File: config.mk
export PLATFORM = sky130hd
export DESIGN_NAME = evt_trig_sel
export DESIGN_NICKNAME = d
export VERILOG_FILES = /design/src/rtl/evt_trig_pkg.sv /design/src/rtl/evt_trig_cfg.sv /design/src/rtl/evt_trig_srcsel.sv /design/src/rtl/evt_trig_delay.sv /design/src/rtl/evt_trig_decim.sv /design/src/rtl/evt_trig_sel.sv
export SDC_FILE = /design/constraint.sdc
export NUM_CORES = 1
export LEC_CHECK = 0
export ABC_AREA = 0
export BUFFER_PORTS_ARGS = -buffer_cell sky130_fd_sc_hd__buf_2
export CAP_MARGIN = 20
export CELL_PAD_IN_SITES_DETAIL_PLACEMENT = 1
export CELL_PAD_IN_SITES_GLOBAL_PLACEMENT = 2
export CORE_ASPECT_RATIO = 0.75
export CORE_MARGIN = 2
export CORE_UTILIZATION = 35
export CTS_BUF_LIST = sky130_fd_sc_hd__clkbuf_4
export CTS_CLUSTER_SIZE = 25
export DETAILED_ROUTE_END_ITERATION = 7
export HOLD_SLACK_MARGIN = 0.02
export PLACE_DENSITY = 0.88
export SYNTH_ARGS = -nofsm -noshare
export SYNTH_HDL_FRONTEND = slang
export SYNTH_SLANG_ARGS = --single-unit
File: constraint.sdc
create_clock -name clk -period 3.6 [get_ports clk]
set_clock_uncertainty 0.05 [all_clocks]
set_input_delay 0.36 -clock clk [delete_from_list [all_inputs] [get_ports clk]]
set_output_delay 0.36 -clock clk [all_outputs]
set_load 0.05 [all_outputs]
File: src/rtl/evt_trig_pkg.sv
package evt_trig_pkg;

  // Register addresses of the configuration write port
  localparam int unsigned REG_CTRL  = 0;
  localparam int unsigned REG_SEL   = 1;
  localparam int unsigned REG_RATIO = 2;
  localparam int unsigned REG_DELAY = 3;

  // Control register bit positions
  localparam int unsigned CTRL_EN_BIT   = 0;
  localparam int unsigned CTRL_MODE_BIT = 1;

  typedef enum logic {
    IRQ_DIRECT = 1'b0,
    IRQ_ON_ACK = 1'b1
  } irq_mode_e;

endpackage

File: src/rtl/evt_trig_cfg.sv
module evt_trig_cfg
  import evt_trig_pkg::*;
#(
  parameter int unsigned ADDR_W  = 4,
  parameter int unsigned DATA_W  = 32,
  parameter int unsigned SEL_W   = 3,
  parameter int unsigned RATIO_W = 16,
  parameter int unsigned DLY_W   = 10
) (
  input  logic               clk,
  input  logic               rst,
  input  logic               we,
  input  logic [ADDR_W-1:0]  addr,
  input  logic [DATA_W-1:0]  wdata,
  output logic               en_o,
  output irq_mode_e          mode_o,
  output logic [SEL_W-1:0]   sel_o,
  output logic [RATIO_W-1:0] ratio_o,
  output logic [DLY_W-1:0]   dly_o
);

  logic hit_ctrl, hit_sel, hit_ratio, hit_dly;
  logic unused_wdata;

  assign hit_ctrl  = we && (addr == ADDR_W'(REG_CTRL));
  assign hit_sel   = we && (addr == ADDR_W'(REG_SEL));
  assign hit_ratio = we && (addr == ADDR_W'(REG_RATIO));
  assign hit_dly   = we && (addr == ADDR_W'(REG_DELAY));

  assign unused_wdata = ^wdata;

  always_ff @(posedge clk) begin
    if (rst) begin
      en_o    <= 1'b0;
      mode_o  <= IRQ_DIRECT;
      sel_o   <= '0;
      ratio_o <= RATIO_W'(1);
      dly_o   <= '0;
    end else begin
      if (hit_ctrl) begin
        en_o   <= wdata[CTRL_EN_BIT];
        mode_o <= irq_mode_e'(wdata[CTRL_MODE_BIT]);
      end
      if (hit_sel)   sel_o   <= wdata[SEL_W-1:0];
      if (hit_ratio) ratio_o <= wdata[RATIO_W-1:0];
      if (hit_dly)   dly_o   <= wdata[DLY_W-1:0];
    end
  end

endmodule

File: src/rtl/evt_trig_srcsel.sv
module evt_trig_srcsel #(
  parameter int unsigned NUM_SRC = 8,
  parameter int unsigned SEL_W   = 3
) (
  input  logic               en,
  input  logic [NUM_SRC-1:0] evt_in,
  input  logic [SEL_W-1:0]   sel,
  output logic               evt_o
);

  logic [NUM_SRC-1:0] match;

  for (genvar i = 0; i < NUM_SRC; i++) begin : g_match
    assign match[i] = evt_in[i] && (sel == SEL_W'(i));
  end

  assign evt_o = en && (|match);

endmodule

File: src/rtl/evt_trig_delay.sv
module evt_trig_delay #(
  parameter int unsigned DLY_W = 10
) (
  input  logic             clk,
  input  logic             rst,
  input  logic             en,
  input  logic             evt,
  input  logic [DLY_W-1:0] dly,
  output logic             fire_o
);

  logic [DLY_W-1:0] left_q;
  logic             pend_q;
  logic             expire;

  assign expire = pend_q && (left_q == DLY_W'(1));

  // A fresh event wins over an expiring older one (restart semantics)
  always_comb begin
    if (dly == '0) fire_o = evt;
    else           fire_o = expire && !evt;
  end

  always_ff @(posedge clk) begin
    if (rst || !en) begin
      left_q <= '0;
      pend_q <= 1'b0;
    end else if (evt) begin
      left_q <= dly;
      pend_q <= (dly != '0);
    end else if (pend_q) begin
      left_q <= left_q - DLY_W'(1);
      pend_q <= !expire;
    end
  end

endmodule

File: src/rtl/evt_trig_decim.sv
module evt_trig_decim
  import evt_trig_pkg::*;
#(
  parameter int unsigned RATIO_W = 16
) (
  input  logic               clk,
  input  logic               rst,
  input  logic               en,
  input  irq_mode_e          mode,
  input  logic [RATIO_W-1:0] ratio,
  input  logic               fire,
  input  logic               ack,
  output logic               irq_o
);

  logic [RATIO_W-1:0] n_eff;
  logic [RATIO_W-1:0] cnt_q;
  logic               flag_q;
  logic               last;

  assign n_eff = (ratio == '0) ? RATIO_W'(1) : ratio;
  assign last  = fire && (cnt_q == n_eff - RATIO_W'(1));

  always_comb begin
    if (mode == IRQ_DIRECT) irq_o = last;
    else                    irq_o = ack && flag_q;
  end

  always_ff @(posedge clk) begin
    if (rst || !en) begin
      cnt_q  <= '0;
      flag_q <= 1'b0;
    end else begin
      if (fire) cnt_q <= last ? '0 : cnt_q + RATIO_W'(1);
      flag_q <= (mode == IRQ_ON_ACK) && ((flag_q && !ack) || last);
    end
  end

endmodule

File: src/rtl/evt_trig_sel.sv
module evt_trig_sel
  import evt_trig_pkg::*;
#(
  parameter int unsigned NUM_SRC = 8,
  parameter int unsigned ADDR_W  = 4,
  parameter int unsigned DATA_W  = 32,
  parameter int unsigned RATIO_W = 16,
  parameter int unsigned DLY_W   = 10,
  localparam int unsigned SEL_W  = (NUM_SRC > 1) ? $clog2(NUM_SRC) : 1
) (
  input  logic              clk,
  input  logic              rst,
  input  logic              cfg_we,
  input  logic [ADDR_W-1:0] cfg_addr,
  input  logic [DATA_W-1:0] cfg_wdata,
  input  logic [NUM_SRC-1:0] evt_in,
  input  logic              ack_in,
  output logic              adc_trig_o,
  output logic              irq_o
);

  logic               cfg_en;
  irq_mode_e          cfg_mode;
  logic [SEL_W-1:0]   cfg_sel;
  logic [RATIO_W-1:0] cfg_ratio;
  logic [DLY_W-1:0]   cfg_dly;
  logic               sel_evt;
  logic               fire;
  logic               irq_pulse;

  evt_trig_cfg #(
    .ADDR_W(ADDR_W), .DATA_W(DATA_W), .SEL_W(SEL_W),
    .RATIO_W(RATIO_W), .DLY_W(DLY_W)
  ) u_cfg (
    .clk(clk), .rst(rst), .we(cfg_we), .addr(cfg_addr), .wdata(cfg_wdata),
    .en_o(cfg_en), .mode_o(cfg_mode), .sel_o(cfg_sel),
    .ratio_o(cfg_ratio), .dly_o(cfg_dly)
  );

  evt_trig_srcsel #(.NUM_SRC(NUM_SRC), .SEL_W(SEL_W)) u_src (
    .en(cfg_en), .evt_in(evt_in), .sel(cfg_sel), .evt_o(sel_evt)
  );

  evt_trig_delay #(.DLY_W(DLY_W)) u_dly (
    .clk(clk), .rst(rst), .en(cfg_en), .evt(sel_evt), .dly(cfg_dly),
    .fire_o(fire)
  );

  evt_trig_decim #(.RATIO_W(RATIO_W)) u_decim (
    .clk(clk), .rst(rst), .en(cfg_en), .mode(cfg_mode), .ratio(cfg_ratio),
    .fire(fire), .ack(ack_in), .irq_o(irq_pulse)
  );

  always_ff @(posedge clk) begin
    if (rst) begin
      adc_trig_o <= 1'b0;
      irq_o      <= 1'b0;
    end else begin
      adc_trig_o <= cfg_en && fire;
      irq_o      <= cfg_en && irq_pulse;
    end
  end

endmodule

==> metrics <==
outcome=complete, no violations; syn avg cell area=8.24 sq um; total grt overflow=0; CTS max path bufs=2; IO Pins=50; Mapped Area=3260 sq um; share of cells above drive strength 1=19.6%; RSZ-0062 raised after global routing=false; Cell variety after synth=54; Design Area, Final=3770 sq um; Pins Over Slew Limit=0; first-pass GRT wire length=14700 um; Hold Path Sink=u_cfg.ratio_o[15]; die area=10100 sq um; Worst slew margin=46.1%; FF-to-FF End=u_decim.cnt_q[8]; EDFF count, synth=0; Clk Latency, worst-skew pair=410 ps; CTS Hold Bufs=0; met2 global-route usage=28.5%; CP max stage delay=560 ps; Finished Layout Cells=571; area post-placement=3610 sq um; yosys warns=0; critical path cell sequence=or4_4 > nor4_4 > buf_12 > a41oi_2 > ha_1 > nor3b_2 > and2_1 > o21ai_0 > a31oi_1 > nor4_2 > o2111ai_4 > nand2_2 > nor2_1; hpwl dp=6860 um; Initial Utilization=36.1%; TNS Setup=0 ps; register area share after synthesis=37.4%; port buffer count=33; Final Hold Vio Count=0; top-count cell post-synth=dfxtp_1; hold crit path type=input pin to flip-flop; pin count of the biggest net entering global routing=34; GR Util met1=27.3%; initial antenna violation count=0; Async S/R FF share, synth=0%; area grow syn2layout=15.7%; All-Layer GR Usage=19.0%; final period utilization=93.8%; dpl cells=552; # DRC=0; Post-Synthesis Cells=396; P_leak=1.36 nW; Tot Pwr=1.18 mW; cell row count=30; CTS Sinks=61; worst hold stages=3; Worst EP required=3860 ps; Final ANT Viol Nets=0; worst slew pin tran=806 ps; #FFs+latches synth=61; CTS tree=done; number of max-cap violations=0; Setup crit start kind=flip-flop; Pwr Density=311 nW/um^2; FF-to-FF setup slack=220 ps; Worst Path Arrival=3630 ps; Die Ht=87.6 um; most frequent cells after synthesis=dfxtp_1, nor2_1, nand2_1, a21oi_1, xnor2_1; Worst path slowest cell=or4_4; GPL Wtd Cong=0.834; antenna fix cells=0; WL/cell=15.6 um; Synth area leaders=dfxtp_1, xnor2_1, nor2_1; area leader, netlist=dfxtp_1; drt first-iter violations=112; top_reg_cell synth=dfxtp_1; Period minus WS final=3380 ps; Hold Path Origin=cfg_wdata[15]; worst r2r src=u_cfg.ratio_o[9]; Max FO, Critical Path=7; Crit Path Category=flip-flop to flip-flop; vias in the first global route=2973; worst-case reg-to-reg path depth=13; Achievable Freq=296 MHz; via count=2907; Nets=490; post-synth top area share=37.4%; Setup violations, final=0; met3 Usage GRT=5.12%; routed vias/inst=5.09; Worst Setup End Kind=flip-flop; drt total wl=8900 um; Worst-path clk slew=100 ps; busiest grt layer=met2; H-tree depth=3; Initial DRT Pass Iterations=4; core area=9050 sq um; Net Count, Synth=448; CTS root buf=clkbuf_4; die width=115 um; Max IR drop VDD=0.153 mV; TritonCTS Buffers=9
## cell families (layout without fill, tap and decap cells)
| family | Yosys count | count (layout) | share of synthesized area (%) |
|---|---|---|---|
| AOI/OAI and AO/OA | 54 | 54 | 10.4 |
| adders and majority gates | 4 | 4 | 1.53 |
| and+or+nand+nor | 193 | 194 | 29.9 |
| buffers and inverters | 24 | 70 | 3.26 |
| muxes | 19 | 19 | 6.44 |
| xor gates and xnor gates | 41 | 41 | 11.0 |
| DFF | 61 | 61 | 37.4 |
## state kept, by name, summed over array words and instances (netlist names)
| signal | cells |
|---|---|
| u_cfg.ratio_o | 16 |
| u_cfg.sel_o | 3 |
| u_cfg.dly_o | 10 |
| u_dly.pend_q | 1 |
| u_dly.left_q | 10 |
| u_cfg.mode_o | 1 |
| u_cfg.en_o | 1 |
| irq_o | 1 |
| u_decim.flag_q | 1 |
| u_decim.cnt_q | 16 |
| adc_trig_o | 1 |
## power by group
group	total (mW)	switching [mW]	internal [mW]	leakage (nW)
Sequential	0.684	0.00530	0.679	0.492
Clock	0.409	0.241	0.168	0.0669
Combinational	0.0821	0.0449	0.0372	0.801
Total	1.18	0.291	0.884	1.36
## how the worst max path moves through the flow
stage	from	end	slack, ps	cells past startpoint
after global routing	u_cfg.ratio_o[9]	irq_o	3	13
after global placement	u_cfg.ratio_o[9]	u_decim.cnt_q[4]	30	13
after detailed placement	u_cfg.ratio_o[9]	u_decim.cnt_q[12]	-90	13
after floorplan	u_cfg.ratio_o[9]	u_decim.cnt_q[15]	410	13
after CTS	u_cfg.ratio_o[9]	irq_o	5	13
final	u_cfg.ratio_o[9]	u_decim.cnt_q[8]	220	13
## per-stage QoR
step	hold WS [ps]	utilization (%)	setup slack, ps
2_1_floorplan	388	-	407
5_1_grt	98.1	41.7	3.16
6_report	139	41.7	223
4_1_cts	114	41.5	5.49
3_5_place_dp	423	39.9	-88.2
3_3_place_gp	406	39.9	32.3
## worst max-delay path: cells and delay by family (launching register included)
family	cells	cell delay, ps
adders and majority gates	1	260
buffers and inverters	1	160
AOI/OAI and AO/OA	4	690
and+or+nand+nor	7	1780
DFF	1	330
## metal layers
metal | vias to the layer above | share of wire (%)
met5 | - | 0
li1 | 1450 | -
met1 | 1403 | 54
met4 | 0 | 1.2
met2 | 46 | 41
met3 | 8 | 3.8
## layout by cell type, fill, tap and decap left out, drive strengths merged, types with 3 or more instances in the layout
cell type,count
clkinv,3
mux2,3
nor2b,3
clkbuf,13
nand2b,3
nand3,18
dfxtp,61
nor4,11
nor2,64
nor3,14
buf,47
or4,4
a21oi,35
nand2,56
xor2,9
nand3b,3
mux2i,15
a311oi,3
nand4,4
ha,4
o21ai,3
inv,7
xnor2,32
## cell type report
class                           instances  area [sq um]
Fill cell                            1130          5270
Sequential cell                        61          1220
Clock buffer                           13          97.6
Timing Repair Buffer                   47           283
Multi-Input combinational cell        312          1970
Tap cell                              128           160
Clock inverter                          3          12.5
Inverter                                7          26.3
## timing repair
item,CTS,global route
setup endpoints to repair,14,18
setup buffers,1,1
resized for setup,3,2
cloned,1,0
pin swaps,4,3
(Power assumes the default switching activity.)
